## config.mk

```make
export PLATFORM = sky130hd
export DESIGN_NAME = dma_hsw_front
export DESIGN_NICKNAME = d
export VERILOG_FILES = /design/src/rtl/dma_hsw_pkg.sv /design/src/rtl/dma_hsw_addr_form.sv /design/src/rtl/dma_hsw_chunk_sel.sv /design/src/rtl/dma_hsw_lane_swap.sv /design/src/rtl/dma_hsw_front.sv
export SDC_FILE = /design/constraint.sdc
export NUM_CORES = 1
export LEC_CHECK = 0
export BUFFER_PORTS_ARGS = -buffer_cell sky130_fd_sc_hd__buf_4
export CORE_MARGIN = 5
export CORE_UTILIZATION = 47
export DETAILED_ROUTE_END_ITERATION = 6
export PLACE_DENSITY = 0.77
export SLEW_MARGIN = 30
export SYNTH_ARGS = -nofsm -noshare
export SYNTH_HDL_FRONTEND = slang
export SYNTH_SLANG_ARGS = --single-unit
```

## constraint.sdc

```tcl
create_clock -name clk -period 3.9 [get_ports clk]
set_input_delay 0.585 -clock clk [delete_from_list [all_inputs] [get_ports clk]]
set_output_delay 0.585 -clock clk [all_outputs]
set_load 0.01 [all_outputs]
```

## src/rtl/dma_hsw_pkg.sv

```systemverilog
// Shared types and helpers for the halfword-swapping DMA front end.
package dma_hsw_pkg;

    // Sequencer states: idle, presenting a command, moving data beats.
    typedef enum logic [1:0] {
        ST_IDLE = 2'd0,
        ST_CMD  = 2'd1,
        ST_DATA = 2'd2
    } seq_state_t;

    // Exchange the two bytes of one 16-bit halfword.
    function automatic logic [15:0] swap_half(input logic [15:0] h);
        return {h[7:0], h[15:8]};
    endfunction

endpackage

```

## src/rtl/dma_hsw_addr_form.sv

```systemverilog
// Forms the effective start address and total length of a request.
// The low address is OR-ed with the high-address value. In swap mode,
// bit 0 of both the address and the length is cleared.
// Assumes: purely combinational, sampled by the caller on acceptance.
module dma_hsw_addr_form #(
    parameter int ADDR_W = 32,
    parameter int LEN_W  = 16
) (
    input  logic [ADDR_W-1:0] lo_addr,
    input  logic [ADDR_W-1:0] hi_addr,
    input  logic [LEN_W-1:0]  len_in,
    input  logic              swap_en,
    output logic [ADDR_W-1:0] eff_addr,
    output logic [LEN_W-1:0]  eff_len
);

    // Combine address halves and apply halfword alignment in swap mode.
    always_comb begin
        eff_addr = lo_addr | hi_addr;
        eff_len  = len_in;
        if (swap_en) begin
            eff_addr[0] = 1'b0;
            eff_len[0]  = 1'b0;
        end
    end

endmodule

```

## src/rtl/dma_hsw_chunk_sel.sv

```systemverilog
// Picks the byte length of the next memory command and its beat count.
// When limiting is enabled, a command never exceeds CHUNK_BYTES.
// Assumes: BEAT_BYTES is a power of two.
module dma_hsw_chunk_sel #(
    parameter int LEN_W       = 16,
    parameter int CHUNK_BYTES = 64,
    parameter int BEAT_BYTES  = 2
) (
    input  logic [LEN_W-1:0] remaining,
    input  logic             limit_en,
    output logic [LEN_W-1:0] chunk_len,
    output logic [LEN_W-1:0] chunk_beats
);

    localparam logic [LEN_W-1:0] CHUNK_L = LEN_W'(CHUNK_BYTES);
    localparam int               BEAT_SH = $clog2(BEAT_BYTES);
    localparam logic [LEN_W:0]   ROUND_UP = (LEN_W+1)'(BEAT_BYTES - 1);

    logic [LEN_W:0] rounded;

    // Clamp the chunk when limiting and round the byte count up to beats.
    always_comb begin
        chunk_len   = (limit_en && (remaining > CHUNK_L)) ? CHUNK_L : remaining;
        rounded     = {1'b0, chunk_len} + ROUND_UP;
        chunk_beats = LEN_W'(rounded >> BEAT_SH);
    end

endmodule

```

## src/rtl/dma_hsw_lane_swap.sv

```systemverilog
// Optionally exchanges the bytes within every 16-bit lane of a beat.
// Assumes: DATA_W is a multiple of 16.
module dma_hsw_lane_swap #(
    parameter int DATA_W = 16
) (
    input  logic              swap_en,
    input  logic [DATA_W-1:0] din,
    output logic [DATA_W-1:0] dout
);
    import dma_hsw_pkg::*;

    localparam int LANES = DATA_W / 16;

    for (genvar g = 0; g < LANES; g++) begin : g_lane
        // Per-lane byte exchange or pass-through.
        assign dout[g*16 +: 16] = swap_en ? swap_half(din[g*16 +: 16])
                                          : din[g*16 +: 16];
    end

endmodule

```

## src/rtl/dma_hsw_front.sv

```systemverilog
// Network DMA address and data front end with halfword swap.
// Accepts one request while idle, forms the address, and issues commands.
// Swapped writes are split into chunks of at most CHUNK_BYTES. Each command
// is followed by its data beats; the byte lanes are swapped in swap mode.
// Assumes: one outstanding command; data beats follow their command in order.
module dma_hsw_front #(
    parameter int ADDR_W      = 32,
    parameter int LEN_W       = 16,
    parameter int DATA_W      = 16,
    parameter int CHUNK_BYTES = 64
) (
    input  logic              clk,
    input  logic              rst_n,
    input  logic [ADDR_W-1:0] hi_addr,
    input  logic              req_valid,
    output logic              req_ready,
    input  logic [ADDR_W-1:0] req_addr,
    input  logic [LEN_W-1:0]  req_len,
    input  logic              req_to_mem,
    input  logic              req_swap,
    output logic              busy,
    output logic              done,
    input  logic              per_wvalid,
    output logic              per_wready,
    input  logic [DATA_W-1:0] per_wdata,
    output logic              per_rvalid,
    input  logic              per_rready,
    output logic [DATA_W-1:0] per_rdata,
    output logic              mem_cmd_valid,
    input  logic              mem_cmd_ready,
    output logic [ADDR_W-1:0] mem_cmd_addr,
    output logic [LEN_W-1:0]  mem_cmd_len,
    output logic              mem_cmd_write,
    output logic              mem_wvalid,
    input  logic              mem_wready,
    output logic [DATA_W-1:0] mem_wdata,
    output logic              mem_wlast,
    input  logic              mem_rvalid,
    output logic              mem_rready,
    input  logic [DATA_W-1:0] mem_rdata
);
    import dma_hsw_pkg::*;

    localparam int               BEAT_BYTES = DATA_W / 8;
    localparam logic [LEN_W-1:0] ONE_BEAT   = LEN_W'(1);

    seq_state_t        state_q;
    logic [ADDR_W-1:0] addr_q;
    logic [LEN_W-1:0]  rem_q;
    logic [LEN_W-1:0]  chunk_q;
    logic [LEN_W-1:0]  beats_q;
    logic              wr_q;
    logic              swap_q;
    logic              done_q;

    logic [ADDR_W-1:0] form_addr;
    logic [LEN_W-1:0]  form_len;
    logic [LEN_W-1:0]  chunk_c;
    logic [LEN_W-1:0]  beats_c;
    logic              accept;
    logic              in_data;
    logic              beat_fire;
    logic              last_beat;

    dma_hsw_addr_form #(
        .ADDR_W (ADDR_W),
        .LEN_W  (LEN_W)
    ) u_addr_form (
        .lo_addr  (req_addr),
        .hi_addr  (hi_addr),
        .len_in   (req_len),
        .swap_en  (req_swap),
        .eff_addr (form_addr),
        .eff_len  (form_len)
    );

    dma_hsw_chunk_sel #(
        .LEN_W       (LEN_W),
        .CHUNK_BYTES (CHUNK_BYTES),
        .BEAT_BYTES  (BEAT_BYTES)
    ) u_chunk_sel (
        .remaining   (rem_q),
        .limit_en    (wr_q & swap_q),
        .chunk_len   (chunk_c),
        .chunk_beats (beats_c)
    );

    dma_hsw_lane_swap #(
        .DATA_W (DATA_W)
    ) u_wr_swap (
        .swap_en (swap_q),
        .din     (per_wdata),
        .dout    (mem_wdata)
    );

    dma_hsw_lane_swap #(
        .DATA_W (DATA_W)
    ) u_rd_swap (
        .swap_en (swap_q),
        .din     (mem_rdata),
        .dout    (per_rdata)
    );

    // Handshake decode for request acceptance and data beats.
    always_comb begin
        req_ready = (state_q == ST_IDLE);
        accept    = req_valid && req_ready;
        in_data   = (state_q == ST_DATA);
        beat_fire = in_data && (wr_q ? (per_wvalid && mem_wready)
                                     : (mem_rvalid && per_rready));
        last_beat = beat_fire && (beats_q == ONE_BEAT);
    end

    // Port-facing outputs derived from the sequencer state.
    always_comb begin
        busy          = (state_q != ST_IDLE);
        done          = done_q;
        mem_cmd_valid = (state_q == ST_CMD);
        mem_cmd_addr  = addr_q;
        mem_cmd_len   = chunk_c;
        mem_cmd_write = wr_q;
        mem_wvalid    = in_data && wr_q && per_wvalid;
        per_wready    = in_data && wr_q && mem_wready;
        mem_wlast     = in_data && wr_q && (beats_q == ONE_BEAT);
        mem_rready    = in_data && !wr_q && per_rready;
        per_rvalid    = in_data && !wr_q && mem_rvalid;
    end

    // Sequencer: accept, issue commands, count beats, advance the address.
    always_ff @(posedge clk) begin
        if (!rst_n) begin
            state_q <= ST_IDLE;
            addr_q  <= '0;
            rem_q   <= '0;
            chunk_q <= '0;
            beats_q <= '0;
            wr_q    <= 1'b0;
            swap_q  <= 1'b0;
            done_q  <= 1'b0;
        end else begin
            done_q <= 1'b0;
            case (state_q)
                ST_IDLE: begin
                    if (accept) begin
                        addr_q <= form_addr;
                        rem_q  <= form_len;
                        wr_q   <= req_to_mem;
                        swap_q <= req_swap;
                        if (form_len == '0) begin
                            done_q <= 1'b1;
                        end else begin
                            state_q <= ST_CMD;
                        end
                    end
                end
                ST_CMD: begin
                    if (mem_cmd_ready) begin
                        chunk_q <= chunk_c;
                        beats_q <= beats_c;
                        state_q <= ST_DATA;
                    end
                end
                ST_DATA: begin
                    if (beat_fire) begin
                        beats_q <= beats_q - ONE_BEAT;
                    end
                    if (last_beat) begin
                        rem_q  <= rem_q - chunk_q;
                        addr_q <= addr_q + ADDR_W'(chunk_q);
                        if (rem_q == chunk_q) begin
                            state_q <= ST_IDLE;
                            done_q  <= 1'b1;
                        end else begin
                            state_q <= ST_CMD;
                        end
                    end
                end
                default: state_q <= ST_IDLE;
            endcase
        end
    end

endmodule

```

* After elaboration in Yosys (flattened, before gate mapping)
Index checks and enable logic that the tools add are counted.
** Word-level totals
- Bits in registers :: 85
- Input bits :: 122
- Output and inout bits :: 90
- Logic and storage cells :: 74
** Operators by class
- $add $sub $neg :: 4
- $lt $le $gt $ge :: 1
- Equality and inequality tests :: 9
- Multiplexer cells :: 26
- Bitwise logic cells :: 2
- Reductions and logical operators :: 24
** Operators by type and width (number)
- $mux 16 :: 7
- $mux 32 :: 2
- $pmux 16 s2 :: 2
- $pmux 32 s2 :: 1
- $add 32x16->32 :: 1
- $or 32x32->32 :: 1
- $add 16x1->17 const B :: 1
- $eq 16x1->1 const B :: 1
- $eq 16x16->1 :: 1
- $gt 16x7->1 const B :: 1
- $logic_not 16->1 :: 1
- $sub 16x1->16 const B :: 1
- $sub 16x16->16 :: 1
- $logic_and 1x1->1 :: 13
- $mux 1 :: 8
- $mux 2 :: 4
- $ne 2x1->1 const B :: 4
- $pmux 2 s3 :: 1
- $reduce_and 3->1 :: 2
- $reduce_bool 2->1 :: 3
- $reduce_and 2->1 :: 2
- $reduce_and 4->1 :: 1
- $eq 2x1->1 const B :: 1
- $eq 2x2->1 const B :: 1
- 5 further kinds :: 5

* Depth between registers and ports, before layout
Gate-level depths: netlist of the first run.
- Depth after elaboration :: 6
- Gate-level depth with buffers :: 13
- Gate-level depth less buffers :: 12

* By module
From an unflattened synthesis of the first run, not the netlist that was laid out.
** Unflattened totals
- Cells, all modules :: 986
- Area, all modules :: 7299.5 sq um
** Modules (own cells, without submodules)
- dma_hsw_front :: times used 1, cells each 822, area each 5958.2 sq um, sequential area each 1701.6 sq um
- dma_hsw_chunk_sel :: times used 1, cells each 80, area each 520.5 sq um, sequential area each 0.0 sq um
- dma_hsw_lane_swap :: times used 2, cells each 18, area each 249.0 sq um, sequential area each 0.0 sq um
- dma_hsw_addr_form :: times used 1, cells each 48, area each 322.8 sq um, sequential area each 0.0 sq um

* Worst setup path after synthesis of the first run
OpenSTA, ideal clock, no wires.
- Kind :: register -> register
- Start point :: reg rem_q[0]
- End point :: reg beats_q[15]
- Setup time :: 59 ps
- Data arrival time :: 2902 ps
- Required time :: 3841 ps
- Path slack :: 940 ps
- Stages on the path, launching flop included :: 14
- Path buffers :: 1
- Period minus slack after synthesis :: 2960 ps
- Path through :: dfxtp_1 -> or4_1 -> o31ai_1 -> a41o_1 -> buf_4 -> and2_1 -> ha_1 -> nand3_1 -> nor2_1 -> nand3_1 -> nor2_1 -> nand3_1 -> o311ai_0 -> o211a_1
** Between the ends
- Cells in the longest elaborated chain, start to end :: 6
** RTL lines
- start: declaration :: line dma_hsw_front.sv:49 : logic [LEN_W-1:0] rem_q;
- start signal: assignment :: line dma_hsw_front.sv:146 : rem_q <= form_len;
- start signal: assignment :: line dma_hsw_front.sv:168 : rem_q <= rem_q - chunk_q;
- $gt 16x7->1 :: line dma_hsw_chunk_sel.sv:23 : chunk_len = (limit_en && (remaining > CHUNK_L)) ? CHUNK_L : remaining;
- $logic_and 1x1->1 :: line dma_hsw_chunk_sel.sv:23
- $mux 16 (*) :: line dma_hsw_chunk_sel.sv:23
- via mem_cmd_len[0] :: line dma_hsw_front.sv:32 : output logic [LEN_W-1:0] mem_cmd_len,
- $add 16x1->17 (*) :: line dma_hsw_chunk_sel.sv:24 : rounded = {1'b0, chunk_len} + ROUND_UP;
- $mux 16 (*) :: line dma_hsw_front.sv:157 : if (mem_cmd_ready) begin
- $pmux 16 s2 (*) :: line dma_hsw_front.sv:142 : case (state_q)
- end signal: assignment :: line dma_hsw_front.sv:159 : beats_q <= beats_c;
- end signal: assignment :: line dma_hsw_front.sv:165 : beats_q <= beats_q - ONE_BEAT;
- end: declaration :: line dma_hsw_front.sv:51 : logic [LEN_W-1:0] beats_q;
Mark *: on every way through the listed nets, which the timed path passes. The rest lies on a longest branch. The select of a mux whose other input is x is not followed.
A chain may end at the register's enable or synchronous reset.

* Worst setup path after layout of the first run
- Start point :: reg rem_q[1]
- End point :: reg beats_q[15]
** Between the ends
- Cells in the longest elaborated chain, start to end :: 6
** RTL lines (line)
- $gt 16x7->1 :: dma_hsw_chunk_sel.sv:23
- $logic_and 1x1->1 :: dma_hsw_chunk_sel.sv:23
- $mux 16 (*) :: dma_hsw_chunk_sel.sv:23
- $add 16x1->17 (*) :: dma_hsw_chunk_sel.sv:24
- $mux 16 (*) :: dma_hsw_front.sv:157
- $pmux 16 s2 (*) :: dma_hsw_front.sv:142
Mark *: on every way between the ends. The rest lies on a longest branch, timed or not. The select of a mux whose other input is x is not followed.

==> flow_metrics.env, run 1 <==
export IMPL_outcome="finished, final reports clean"
export IMPL_routed_wl_um=21100
export IMPL_area_growth_pct=30.7
export IMPL_initialDrtViolationCount=444
export IMPL_core_area_um2=13800
export IMPL_cts_buffers=9
export IMPL_yosys_area_top_type="dfxtp_1"
export IMPL_slew_limit_headroom_pct=39.3
export IMPL_rr_worst_depth=12
export IMPL_critPathMaxFanout=12
export IMPL_drc=0
export IMPL_reg2reg_from="rem_q[1]"
export IMPL_worstPathArrival_ns=3.73
export IMPL_boundaryPins=212
export IMPL_fmax_mhz=292
export IMPL_row_count=43
export IMPL_cts_hold_buf=0
export IMPL_wire_per_inst_um=17.4
export IMPL_min_period_over_period_pct=88.0
export IMPL_finalSetupTns_ns=0
export IMPL_cts_path_max_buffers=2
export IMPL_hold_depth=2
export IMPL_synth_cell_types=67
export IMPL_dr_max_layer_used="met4"
export IMPL_required_ns=4.20
export IMPL_yosys_top_cells_area="dfxtp_1 (26%), ha_1 (6.5%), nand2_1 (6.0%)"
export IMPL_critical_path_class="flip-flop to flip-flop"
export IMPL_post_cts_setup_buffer_count=0
export IMPL_final_common_cell="buf_4"
export IMPL_routed_wl_met3_um=1870
export IMPL_cts_sinks=85
export IMPL_grt_total_usage_pct=24.9
export IMPL_synth_seq_cells=85
export IMPL_cap_violations=0
export IMPL_io_buffers=211
export IMPL_ys_warn_count=0
export IMPL_fillerInstances=1282
export IMPL_drive_gt1_share_pct=27.1
export IMPL_vias=7111
export IMPL_ir_drop_mv=0.192
export IMPL_dp_hpwl_um=15700
export IMPL_rsz0062_at_grt="no"
export IMPL_syn_mean_instance_area_um2=7.72
export IMPL_met1_length_um=8920
export IMPL_seq_area_frac_synth_pct=26.0
export IMPL_endpoint_kind="flip-flop"
export IMPL_diodes=0
export IMPL_grt_pass1_vias=6679
export IMPL_die_y_um=128
export IMPL_fin_util_pct=62.0
export IMPL_final_nets=1187
export IMPL_initial_core_util_pct=47.5
export IMPL_multi_input_area_um2=4500
export IMPL_dr_pass1_iters=5
export IMPL_cts_tree="yes"
export IMPL_wl_met2_um=9710
export IMPL_grt_pass1_wl_um=33300
export IMPL_finalHoldViolCount=0
export IMPL_synth_edf_count=0
export IMPL_dieArea_um2=16400
export IMPL_mostFrequentLayoutCells="buf_4 (221), nand2_1 (105), dfxtp_1 (85), o21ai_0 (59), nor2_1 (52)"
export IMPL_cts_clk_slew_worst_paths_ns=0.06
export IMPL_vias_per_cell=5.86
export IMPL_gp_congestion=0.911
export IMPL_setup_violations=0
export IMPL_ys_flop_type="dfxtp_1"
export IMPL_grt_max_degree=87
export IMPL_hold_start="chunk_q[9]"
export IMPL_cts_htree_levels=3
export IMPL_period_needed_ns=3.43
export IMPL_power_density_nw_per_um2=336
export IMPL_holdWs_ns=0.488
export IMPL_p_leak_uw=0.00383
export IMPL_drtAntennaViolNets=0
export IMPL_skew_ns=0.00478
export IMPL_hold_path_class="flip-flop to flip-flop"
export IMPL_cts_resized=0
export IMPL_critPathLaunchType="flip-flop"
export IMPL_synth_top_area_share_pct=26.0
export IMPL_syn_nets=1005
export IMPL_timing_reg2reg_setup_slack_ns=0.47
export IMPL_finalMaxSlewViolations=0
export IMPL_worstHoldEndpoint="chunk_q[9]"
export IMPL_max_slew_worst_pin_slew_ns=0.903
export IMPL_r2r_end="beats_q[15]"
export IMPL_ys_async_sr_fraction_pct=0
export IMPL_syn_area_um2=6540
export IMPL_cts_root_buf="clkbuf_16"
export IMPL_clock_latency_ns=0.35
export IMPL_synth_cells=847
export IMPL_layout_area_seq_um2=1700
export IMPL_antenna_found_initial=0
export IMPL_grt_ovfl_total=0
export IMPL_die_x_um=128
-- layer usage --
layer | global-route usage (%) | vias up
met4 | 9.36 | 0
met2 | 40.4 | 306
li1 | - | 3479
met3 | 5.50 | 42
met1 | 32.4 | 3284
met5 | 0 | -
-- Yosys cell counts, drive strengths merged (19+ instances only) --
cell,number
a21oi,49
a21boi,20
dfxtp,85
nand3,21
mux2,32
and2,22
nor2,54
o21ai,62
inv,37
xnor2,19
nor3,21
ha,34
clkbuf,39
nand2,105
-- metrics by stage --
stage          setup WS [ns]  total power (uW)  cell area (um2)  std cells
5_1_grt                0.107              3030             8540       1214
3_5_place_dp           0.560              1940             8230       1198
2_1_floorplan          0.940              1580             6540        847
6_report               0.470              2870             8540       1214
4_1_cts                0.514              2890             8540       1214
3_3_place_gp           0.738              1930             8230       1198
-- cell families (layout without fill, tap and decap cells) --
kind of cell / after synthesis / in the layout / share of synthesized area, %
XOR/XNOR: 37 / 37 / 4.96
AND/OR/NAND/NOR: 303 / 303 / 22.6
multiplexers: 34 / 34 / 5.82
buffers and inverters: 87 / 274 / 5.24
adder cells (fa/ha/maj): 36 / 36 / 7.12
AO/OA/AOI/OAI: 265 / 265 / 28.2
flip-flops: 85 / 85 / 26.0
-- sequential cells by signal, indices dropped and copies added (netlist names) --
name / count
beats_q: 16
chunk_q: 16
done: 1
mem_cmd_addr: 32
mem_cmd_write: 1
rem_q: 16
state_q: 2
swap_q: 1
-- worst max-delay path, stage by stage (launching register included) --
cell and delay [ns]:
dfxtp_1 0.37, or4_1 0.53, o31ai_1 0.24, a41o_1 0.44, and2_1 0.24, ha_1 0.20
nand3_1 0.14, nor2_1 0.15, nand3_1 0.14, nor2_1 0.22, nand3_1 0.15, o311ai_0 0.37
o211a_1 0.19
-- power by group --
| group | total (uW) | internal (uW) | switching, uW | leakage, uW |
|---|---|---|---|---|
| Combinational | 919 | 442 | 477 | 0.00298 |
| Sequential | 1020 | 935 | 83.4 | 0.000698 |
| Clock | 933 | 561 | 372 | 0.000153 |
| Total | 2870 | 1940 | 932 | 0.00383 |
-- final cells by class --
| cell class | count | area share [%] |
|---|---|---|
| repair buffers | 221 | 19.4 |
| well taps | 180 | 2.64 |
| clock buffers | 10 | 2.68 |
| clock inverters | 6 | 1.01 |
| flip-flops and latches | 85 | 19.9 |
| inverters | 37 | 1.63 |
| multi-input cells | 675 | 52.7 |
-- worst max-delay path by stage --
stage,startpoint,end,slack (ns),depth (start not counted)
finish,rem_q[1],beats_q[15],0.47,12
global route,rem_q[1],beats_q[15],0.11,12
CTS,rem_q[1],beats_q[15],0.51,12
detailed placement,rem_q[1],beats_q[15],0.56,12
global placement,rem_q[1],beats_q[15],0.74,12
floorplan,rem_q[0],beats_q[15],0.94,13
Note: power is estimated with default switching activity, not from simulation.
==> run 2: changes to the inputs <==
Settings changed: PLACE_DENSITY 0.77 to not set, PLACE_DENSITY_LB_ADDON set to 0.1.
==> run 2 against run 1 <==
Net effect:
- sequential share of layout area rose by 0.085 points
- register-to-register slack improved by 0.05 ns
- combinational power fell by 0.4%
- critical path type unchanged
- via count fell by 1.6%
- maximum frequency rose by 1.5%
- largest power group unchanged
==> flow_metrics.env, run 2 (synthesis results as in run 1) <==
export IMPL_vias_per_cell=5.78
export IMPL_fin_util_pct=61.8
export IMPL_mostFrequentLayoutCells="buf_4 (218), nand2_1 (105), dfxtp_1 (85), o21ai_0 (59), nor2_1 (52)"
export IMPL_core_area_um2=13800
export IMPL_pwr_share_comb_pct=32.8
export IMPL_dieArea_um2=16400
export IMPL_skew_ns=0.00810
export IMPL_design_area_um2=8510
export IMPL_finalMaxSlewViolations=0
export IMPL_cts_tree="yes"
export IMPL_grt_max_degree=87
export IMPL_die_y_um=128
export IMPL_clockPowerShare_pct=30.5
export IMPL_endpoint_kind="flip-flop"
export IMPL_switching_power_uw=920
export IMPL_initial_core_util_pct=47.5
export IMPL_switching_share_pct=33.0
export IMPL_setup_violations=0
export IMPL_critPathMaxFanout=6
export IMPL_seqPwrFrac_pct=36.6
export IMPL_boundaryPins=212
export IMPL_final_common_cell="buf_4"
export IMPL_cts_buffers=9
export IMPL_post_cts_setup_buffer_count=0
export IMPL_dr_pass1_iters=7
export IMPL_cts_resized=0
export IMPL_wire_per_inst_um=17.7
export IMPL_diodes=0
export IMPL_gp_congestion=0.911
export IMPL_cts_clk_slew_worst_paths_ns=0.07
export IMPL_cts_root_buf="clkbuf_16"
export IMPL_drive_gt1_share_pct=26.9
export IMPL_period_needed_ns=3.38
export IMPL_max_slew_worst_pin_slew_ns=0.918
export IMPL_cts_hold_buf=0
export IMPL_drc=0
export IMPL_grt_pass1_wl_um=33600
export IMPL_worstPathArrival_ns=3.62
export IMPL_p_leak_uw=0.00381
export IMPL_grt_pass1_vias=6697
export IMPL_initialDrtViolationCount=617
export IMPL_finalHoldViolCount=0
export IMPL_grt_ovfl_total=0
export IMPL_fin_ws_ns=0.520
export IMPL_critPathLaunchType="flip-flop"
export IMPL_power_density_nw_per_um2=328
export IMPL_critical_path_class="flip-flop to flip-flop"
export IMPL_slew_limit_headroom_pct=38.2
export IMPL_grt_total_usage_pct=25.3
export IMPL_post_place_ws_ns=0.549
export IMPL_area_growth_pct=30.2
export IMPL_rr_worst_depth=11
export IMPL_cts_sinks=85
export IMPL_cts_path_max_buffers=2
export IMPL_cap_violations=0
export IMPL_min_period_over_period_pct=86.7
export IMPL_placed_area_um2=8230
export IMPL_required_ns=4.14
export IMPL_vias=6999
export IMPL_finalSetupTns_ns=0
export IMPL_io_buffers=211
export IMPL_hold_path_class="flip-flop to flip-flop"
export IMPL_p_int_uw=1870
export IMPL_final_nets=1185
export IMPL_outcome="finished, final reports clean"
export IMPL_cts_htree_levels=3
export IMPL_largest_reg_flops=32
export IMPL_dp_hpwl_um=16100
export IMPL_clock_latency_ns=0.34
export IMPL_fmax_mhz=296
export IMPL_hold_depth=2
export IMPL_ir_drop_mv=0.210
export IMPL_rsz0062_at_grt="no"
export IMPL_row_count=43
export IMPL_antenna_found_initial=0
export IMPL_die_x_um=128
export IMPL_drtAntennaViolNets=0
export IMPL_routed_wl_um=21400
==> run 2: cell types whose count changed in the layout (fill, tap and decap cells not counted), sizes merged <==
cell	previous run	this run
buf	221	219
bufinv	2	1
clkinv	2	3
inv	38	37
==> run 2: metrics by stage <==
stage | std cells | total power [uW] | hold slack, ns
final | 1211 | 2790 | 0.477
after CTS | 1211 | 2790 | 0.481
after global routing | 1211 | 2940 | 0.518
after detailed placement | 1196 | 1950 | 0.472
after floorplan | 847 | 1580 | 0.448
after global placement | 1196 | 1940 | 0.463
==> run 2: metal layers <==
layer  up-vias  share of wire (%)  wire length [um]  global-route usage (%)
met2       244                 47             10000                    42.4
met5         -                  0                 0                       0
met1      3258                 44              9370                    32.7
li1       3473                  -                 -                       -
met3        24                7.8              1670                    5.63
met4         0                1.6               348                    7.49
==> run 2: path summary, 6_finish.rpt <==
| check | start | end | slack (ns) |
|---|---|---|---|
| hold reg to reg | beats_q[1] | beats_q[1] | 0.48 |
| setup / recovery | mem_cmd_addr[0] | mem_cmd_addr[28] | 0.52 |
| hold / removal | beats_q[1] | beats_q[1] | 0.48 |
| setup reg to reg | mem_cmd_addr[0] | mem_cmd_addr[28] | 0.52 |
==> run 2: power groups by stage <==
| stage | clock network [uW] | registers, uW | logic, uW |
|---|---|---|---|
| 2_1_floorplan | 0 | 1030 | 547 |
| 3_3_place_gp | 0 | 1040 | 905 |
| 3_5_place_dp | 0 | 1040 | 908 |
| 4_1_cts | 862 | 1020 | 914 |
| 5_1_grt | 902 | 1030 | 1010 |
| 6_report | 851 | 1020 | 915 |
==> run 2: layout make-up <==
type	count	area [um2]
fillers	1333	5270
multi-input cells	675	4500
flip-flops and latches	85	1700
repair buffers	219	1660
clock buffers	10	229
well taps	180	225
inverters	37	139
clock inverters	5	52.6
==> run 2: worst max-delay path, cell delays in order (launching register included) <==
cell and delay, ns:
dfxtp_1 0.36, ha_1 0.21, inv_1 0.07, fa_1 0.40, nand2b_1 0.18, a21oi_1 0.20, o41a_1 0.29, a211oi_1 0.17
nor3_1 0.62, nand3_1 0.28, o211a_1 0.27, o31a_1 0.23
